===== config.mk =====
export PLATFORM = sky130hd
export DESIGN_NAME = mcrs_ctrl
export DESIGN_NICKNAME = d
export VERILOG_FILES = /design/src/rtl/mcrs_pkg.sv /design/src/rtl/mcrs_regs.sv /design/src/rtl/mcrs_mod_fsm.sv /design/src/rtl/mcrs_ctrl.sv
export SDC_FILE = /design/constraint.sdc
export NUM_CORES = 1
export LEC_CHECK = 0
export BUFFER_PORTS_ARGS = -buffer_cell sky130_fd_sc_hd__buf_4
export CORE_MARGIN = 4
export CORE_UTILIZATION = 45
export DETAILED_ROUTE_END_ITERATION = 8
export GPL_TIMING_DRIVEN = 0
export PLACE_DENSITY = 0.7
export SLEW_MARGIN = 0
export SYNTH_ARGS = -nofsm -noshare
export SYNTH_HDL_FRONTEND = slang
export SYNTH_HIERARCHICAL = 1
export SYNTH_SLANG_ARGS = --single-unit

===== constraint.sdc =====
create_clock -name clk_i -period 2.1 [get_ports clk_i]
set_input_delay 0.105 -clock clk_i [delete_from_list [all_inputs] [get_ports clk_i]]
set_output_delay 0.105 -clock clk_i [all_outputs]
set_load 0.005 [all_outputs]

===== src/rtl/mcrs_pkg.sv =====
package mcrs_pkg;
  localparam logic [1:0] ST_SWRST_DIS = 2'd0;
  localparam logic [1:0] ST_SYNC_RST  = 2'd1;
  localparam logic [1:0] ST_DIS       = 2'd2;
  localparam logic [1:0] ST_EN        = 2'd3;

  localparam int LRST_BIT   = 8;
  localparam int CLKACT_BIT = 12;
  localparam int FORCE_BIT  = 31;

  typedef struct packed {
    logic       frc;
    logic       lrst_n;
    logic [1:0] next;
  } mctl_t;

  localparam mctl_t CTL_RST = '{frc: 1'b0, lrst_n: 1'b1, next: ST_SWRST_DIS};

  typedef enum logic [1:0] {PH_IDLE = 2'd0, PH_WAIT = 2'd1, PH_RUN = 2'd2} ph_e;
endpackage


===== src/rtl/mcrs_regs.sv =====
module mcrs_regs
  import mcrs_pkg::*;
#(
  parameter int NUM_MOD  = 4,
  parameter int AW       = 12,
  parameter int CTL_BASE = 'h100,
  parameter int STS_BASE = 'h080
) (
  input  logic                     clk_i,
  input  logic                     rst_ni,
  input  logic                     we_i,
  input  logic [AW-1:0]            addr_i,
  input  logic [31:0]              wdata_i,
  input  logic [NUM_MOD-1:0][1:0]  cur_st_i,
  output mctl_t [NUM_MOD-1:0]      ctl_o,
  output logic [31:0]              rdata_o
);
  mctl_t [NUM_MOD-1:0] ctl_q;
  logic unused_wdata;

  assign unused_wdata = ^{wdata_i[30:9], wdata_i[7:2]};

  for (genvar i = 0; i < NUM_MOD; i++) begin : g_ctl
    localparam logic [AW-1:0] CTL_ADDR = AW'(CTL_BASE + 4 * i);
    always_ff @(posedge clk_i or negedge rst_ni) begin
      if (!rst_ni) begin
        ctl_q[i] <= CTL_RST;
      end else if (we_i && addr_i == CTL_ADDR) begin
        ctl_q[i] <= '{frc: wdata_i[FORCE_BIT], lrst_n: wdata_i[LRST_BIT], next: wdata_i[1:0]};
      end
    end
  end

  assign ctl_o = ctl_q;

  always_comb begin
    rdata_o = '0;
    for (int i = 0; i < NUM_MOD; i++) begin
      if (addr_i == AW'(CTL_BASE + 4 * i)) begin
        rdata_o[FORCE_BIT] = ctl_q[i].frc;
        rdata_o[LRST_BIT]  = ctl_q[i].lrst_n;
        rdata_o[1:0]       = ctl_q[i].next;
      end
      if (addr_i == AW'(STS_BASE + 4 * i)) begin
        rdata_o[1:0]        = cur_st_i[i];
        rdata_o[CLKACT_BIT] = cur_st_i[i][0];  // running in sync-reset and enable
      end
    end
  end
endmodule


===== src/rtl/mcrs_mod_fsm.sv =====
module mcrs_mod_fsm
  import mcrs_pkg::*;
(
  input  logic       clk_i,
  input  logic       rst_ni,
  input  logic       go_i,
  input  logic       stall_i,
  input  mctl_t      ctl_i,
  output logic [1:0] st_o,
  output logic       clk_en_o,
  output logic       rel_o,
  output logic       busy_o
);
  ph_e        ph_q;
  logic [1:0] step_q;
  logic [1:0] tgt_q;
  logic [1:0] st_q;
  logic       clk_q;
  logic       rel_q;

  always_ff @(posedge clk_i or negedge rst_ni) begin
    if (!rst_ni) begin
      ph_q   <= PH_IDLE;
      step_q <= '0;
      tgt_q  <= ST_SWRST_DIS;
      st_q   <= ST_SWRST_DIS;
      clk_q  <= 1'b0;
      rel_q  <= 1'b0;
    end else begin
      unique case (ph_q)
        PH_IDLE: begin
          if (go_i && ctl_i.next != st_q) begin
            tgt_q  <= ctl_i.next;
            step_q <= '0;
            ph_q   <= (stall_i && !ctl_i.frc) ? PH_WAIT : PH_RUN;
          end
        end
        PH_WAIT: begin
          if (!stall_i || ctl_i.frc) ph_q <= PH_RUN;
        end
        PH_RUN: begin
          step_q <= step_q + 2'd1;
          unique case (step_q)
            2'd0: if (!tgt_q[0]) clk_q <= 1'b0;  // gate first
            2'd1: if (!tgt_q[1]) rel_q <= 1'b0;
            2'd2: if (tgt_q[0])  clk_q <= 1'b1;
            default: begin                         // release last
              if (tgt_q[1]) rel_q <= 1'b1;
              st_q <= tgt_q;
              ph_q <= PH_IDLE;
            end
          endcase
        end
        default: ph_q <= PH_IDLE;
      endcase
    end
  end

  assign st_o     = st_q;
  assign clk_en_o = clk_q;
  assign rel_o    = rel_q;
  assign busy_o   = (ph_q != PH_IDLE);
endmodule


===== src/rtl/mcrs_ctrl.sv =====
module mcrs_ctrl
  import mcrs_pkg::*;
#(
  parameter int NUM_MOD  = 4,
  parameter int NUM_DOM  = 2,
  parameter int AW       = 12,
  parameter int CTL_BASE = 'h100,
  parameter int STS_BASE = 'h080
) (
  input  logic               clk_i,
  input  logic               rst_ni,
  input  logic               bus_we_i,
  input  logic [AW-1:0]      bus_addr_i,
  input  logic [31:0]        bus_wdata_i,
  output logic [31:0]        bus_rdata_o,
  input  logic [NUM_DOM-1:0] dom_go_i,
  input  logic [NUM_MOD-1:0] mod_stall_i,
  output logic [NUM_MOD-1:0] mod_clk_en_o,
  output logic [NUM_MOD-1:0] mod_rst_no
);
  mctl_t [NUM_MOD-1:0]      ctl;
  logic [NUM_MOD-1:0][1:0]  cur_st;
  logic [NUM_MOD-1:0]       busy;
  logic [NUM_MOD-1:0]       hw_rel;

  mcrs_regs #(
    .NUM_MOD (NUM_MOD),
    .AW      (AW),
    .CTL_BASE(CTL_BASE),
    .STS_BASE(STS_BASE)
  ) u_regs (
    .clk_i   (clk_i),
    .rst_ni  (rst_ni),
    .we_i    (bus_we_i),
    .addr_i  (bus_addr_i),
    .wdata_i (bus_wdata_i),
    .cur_st_i(cur_st),
    .ctl_o   (ctl),
    .rdata_o (bus_rdata_o)
  );

  for (genvar i = 0; i < NUM_MOD; i++) begin : g_mod
    localparam int DOM = i % NUM_DOM;
    mcrs_mod_fsm u_fsm (
      .clk_i   (clk_i),
      .rst_ni  (rst_ni),
      .go_i    (dom_go_i[DOM]),
      .stall_i (mod_stall_i[i]),
      .ctl_i   (ctl[i]),
      .st_o    (cur_st[i]),
      .clk_en_o(mod_clk_en_o[i]),
      .rel_o   (hw_rel[i]),
      .busy_o  (busy[i])
    );
    // local reset overrides the state machine
    assign mod_rst_no[i] = hw_rel[i] & ctl[i].lrst_n;
  end
endmodule


==> flow_metrics.py <==
metrics = {
    "timing": {
        "rsz0062_at_grt": "no",
        "fmax_mhz": 558,
        "fin_crit_sh": 0.853,
        "finClkSkew_ns": 0.00571,
        "maxSlewHeadroom": 0.525,
        "tns_ns": 0,
        "tightest_slew_ns": 0.712,
        "finalHoldViolations": 0,
        "fin_crit_ns": 1.79,
        "drv_slew": 0,
        "setup_viol": 0,
    },
    "floorplanning": {
        "core_area_mm2": 0.00737,
        "rows": 31,
        "initial_utilization": 0.468,
        "fp.dieW_um": 95.6,
        "fp.dieH_um": 95.6,
        "die-area_mm2": 0.00913,
        "ios": 93,
    },
    "worst_hold_path": {
        "hold_end": "u_regs/ctl_o[11]",
        "min_path_cells": 2,
        "min_from": "bus_wdata_i[31]",
        "holdCritPathClass": "in2reg",
    },
    "global_route": {
        "grt_pass1_wl_um": 11300,
        "globalRouteOverflowTotal": 0,
        "grtUsageTotal": 0.158,
        "first_global_vias": 2310,
        "grt_antenna_before_repair": 0,
        "grt_max_degree": 57,
    },
    "setup_path": {
        "cp_slowest_cell": "dfrtp_1",
        "cp_top_family": "flip-flops",
        "critPathBufInv": 1,
        "critPathKind": "reg2out",
        "cpPeakStageDelay_ns": 0.42,
        "crit_required_ns": 2.00,
        "timing.rr.start": "g_mod[1].u_fsm/step_q[0]",
        "cp.arrival_ns": 1.69,
        "rr_worst_depth": 5,
        "start_kind": "register",
        "crit_fanout": 3,
        "r2r_slack_ns": 0.53,
        "cp-end-kind": "primary output",
        "cp_cell_sequence": "mux2_1 > nand2_1 > nor2_1 > o311a_1 > buf_4",
        "reg2reg_to": "g_mod[1].u_fsm/rel_o",
    },
    "detailed_routing": {
        "vias_per_cell": 5.09,
        "wl_per_cell_um": 14.9,
        "drt_iter0_drc": 104,
        "dr.pass1.iters": 4,
        "vias": 2392,
        "ant_nets": 0,
        "wl_um": 7020,
        "route.detailed.drc": 0,
    },
    "cts": {
        "clk_pin_slew_ns": 0.09,
        "tritoncts": "done",
        "clock_tree.root_cell": "clkbuf_8",
        "clk_latency_ns": 0.30,
        "htreeDepth": 2,
        "cts_resized": 0,
        "numCtsBuffers": 5,
        "clk_path_buf_depth": 2,
        "clock-sinks": 56,
    },
    "layout": {
        "drive_gt1_frac": 0.310,
        "antenna_cells": 0,
        "areaGrowthSynthToFinish_pct": 16.5,
        "stdcell_area_mm2": 0.00402,
        "nets": 442,
    },
    "placed_design": {
        "io_buffers": 36,
        "routabilityCongestion": 0.876,
        "hpwl_um": 5460,
        "place_area_mm2": 0.00394,
    },
    "logic_synthesis": {
        "syn_area_mm2": 0.00345,
        "synth_warnings": 6,
        "avgSynthCellArea_um2": 11.4,
        "syn-instance-count": 303,
    },
    "power": {
        "p_leak_uw": 0.00203,
        "peakVddDrop_uv": 358,
        "power_density_mw_per_mm2": 560,
    },
    "flow_run": {
        "cap_violations": 0,
    },
    "run_status": {
        "status": "completed",
    },
}
## area by class of cell
class | instances | area, µm²
plain buffers | 33 | 259
fillers | 653 | 3350
clock buffers | 5 | 68.8
flip-flops and latches | 56 | 1410
inverters | 13 | 48.8
well taps | 99 | 124
repair buffers | 37 | 280
multi-input cells | 227 | 1830
## stage by stage
stage	utilization	hold WS, ns	total power (µW)	std cells	setup slack, ns
global route	0.546	0.0491	2420	470	0.219
CTS	0.546	0.0442	2280	470	0.296
global placement	0.535	0.199	1720	464	0.580
detailed placement	0.535	0.207	1740	464	0.533
floorplan	-	-0.191	1580	329	0.647
finish	0.546	0.0568	2250	470	0.308
## registers in the layout, indices dropped and copies added (netlist names)
name	cells
g_mod.u_fsm/tgt_q	8
g_mod.u_fsm/ph_q	8
u_regs/ctl_o	16
g_mod.u_fsm/rel_o	4
g_mod.u_fsm/st_o	8
g_mod.u_fsm/clk_en_o	4
g_mod.u_fsm/step_q	8
## layout by cell type, fill, tap and decap left out, types with 7 or more instances in the layout
master / instances
a21oi_1: 11
buf_4: 66
conb_1: 27
dfrtp_1: 52
ha_1: 16
inv_1: 13
mux2_1: 11
mux2_2: 14
mux2_4: 8
mux2i_1: 9
nand2_1: 7
nor2_1: 15
nor3b_1: 8
o21a_1: 11
o31ai_1: 8
xor2_1: 8
## power breakdown
part	switching [µW]	internal (µW)
logic	283	229
clock network	315	216
registers	65.6	1140
total	664	1590
## layer usage
layer	GRT usage	wire, µm	up-vias
li1	-	-	1180
met1	0.208	3280	1144
met2	0.266	3340	61
met3	0.0324	330	7
met4	0.0379	69	0
met5	0	0	-
## how the worst max path moves through the flow
| stage | startpoint | end | slack [ns] | cells past startpoint |
|---|---|---|---|---|
| 6_report | g_mod[1].u_fsm/st_o[0] | bus_rdata_o[0] | 0.31 | 5 |
| 5_1_grt | g_mod[1].u_fsm/st_o[0] | bus_rdata_o[0] | 0.22 | 5 |
| 4_1_cts | g_mod[1].u_fsm/st_o[0] | bus_rdata_o[0] | 0.30 | 5 |
| 3_5_place_dp | g_mod[1].u_fsm/step_q[0] | g_mod[1].u_fsm/rel_o | 0.53 | 5 |
| 3_3_place_gp | g_mod[1].u_fsm/step_q[0] | g_mod[1].u_fsm/rel_o | 0.58 | 5 |
| 2_1_floorplan | g_mod[1].u_fsm/step_q[0] | g_mod[1].u_fsm/rel_o | 0.65 | 5 |
## worst register-to-register path, cell delays in order (launching register included)
cell     delay (ns)
dfrtp_1        0.39
inv_1          0.11
ha_1           0.26
or4b_1         0.51
o21ai_1        0.13
a21oi_1        0.07
## repair_timing
| action | CTS | global route |
|---|---|---|
| hold buffers | 1 | 0 |
| buffers inserted | 0 | 0 |
| endpoints found under the hold margin | 52 | 0 |
No activity file was read; power rests on OpenSTA's default activity.
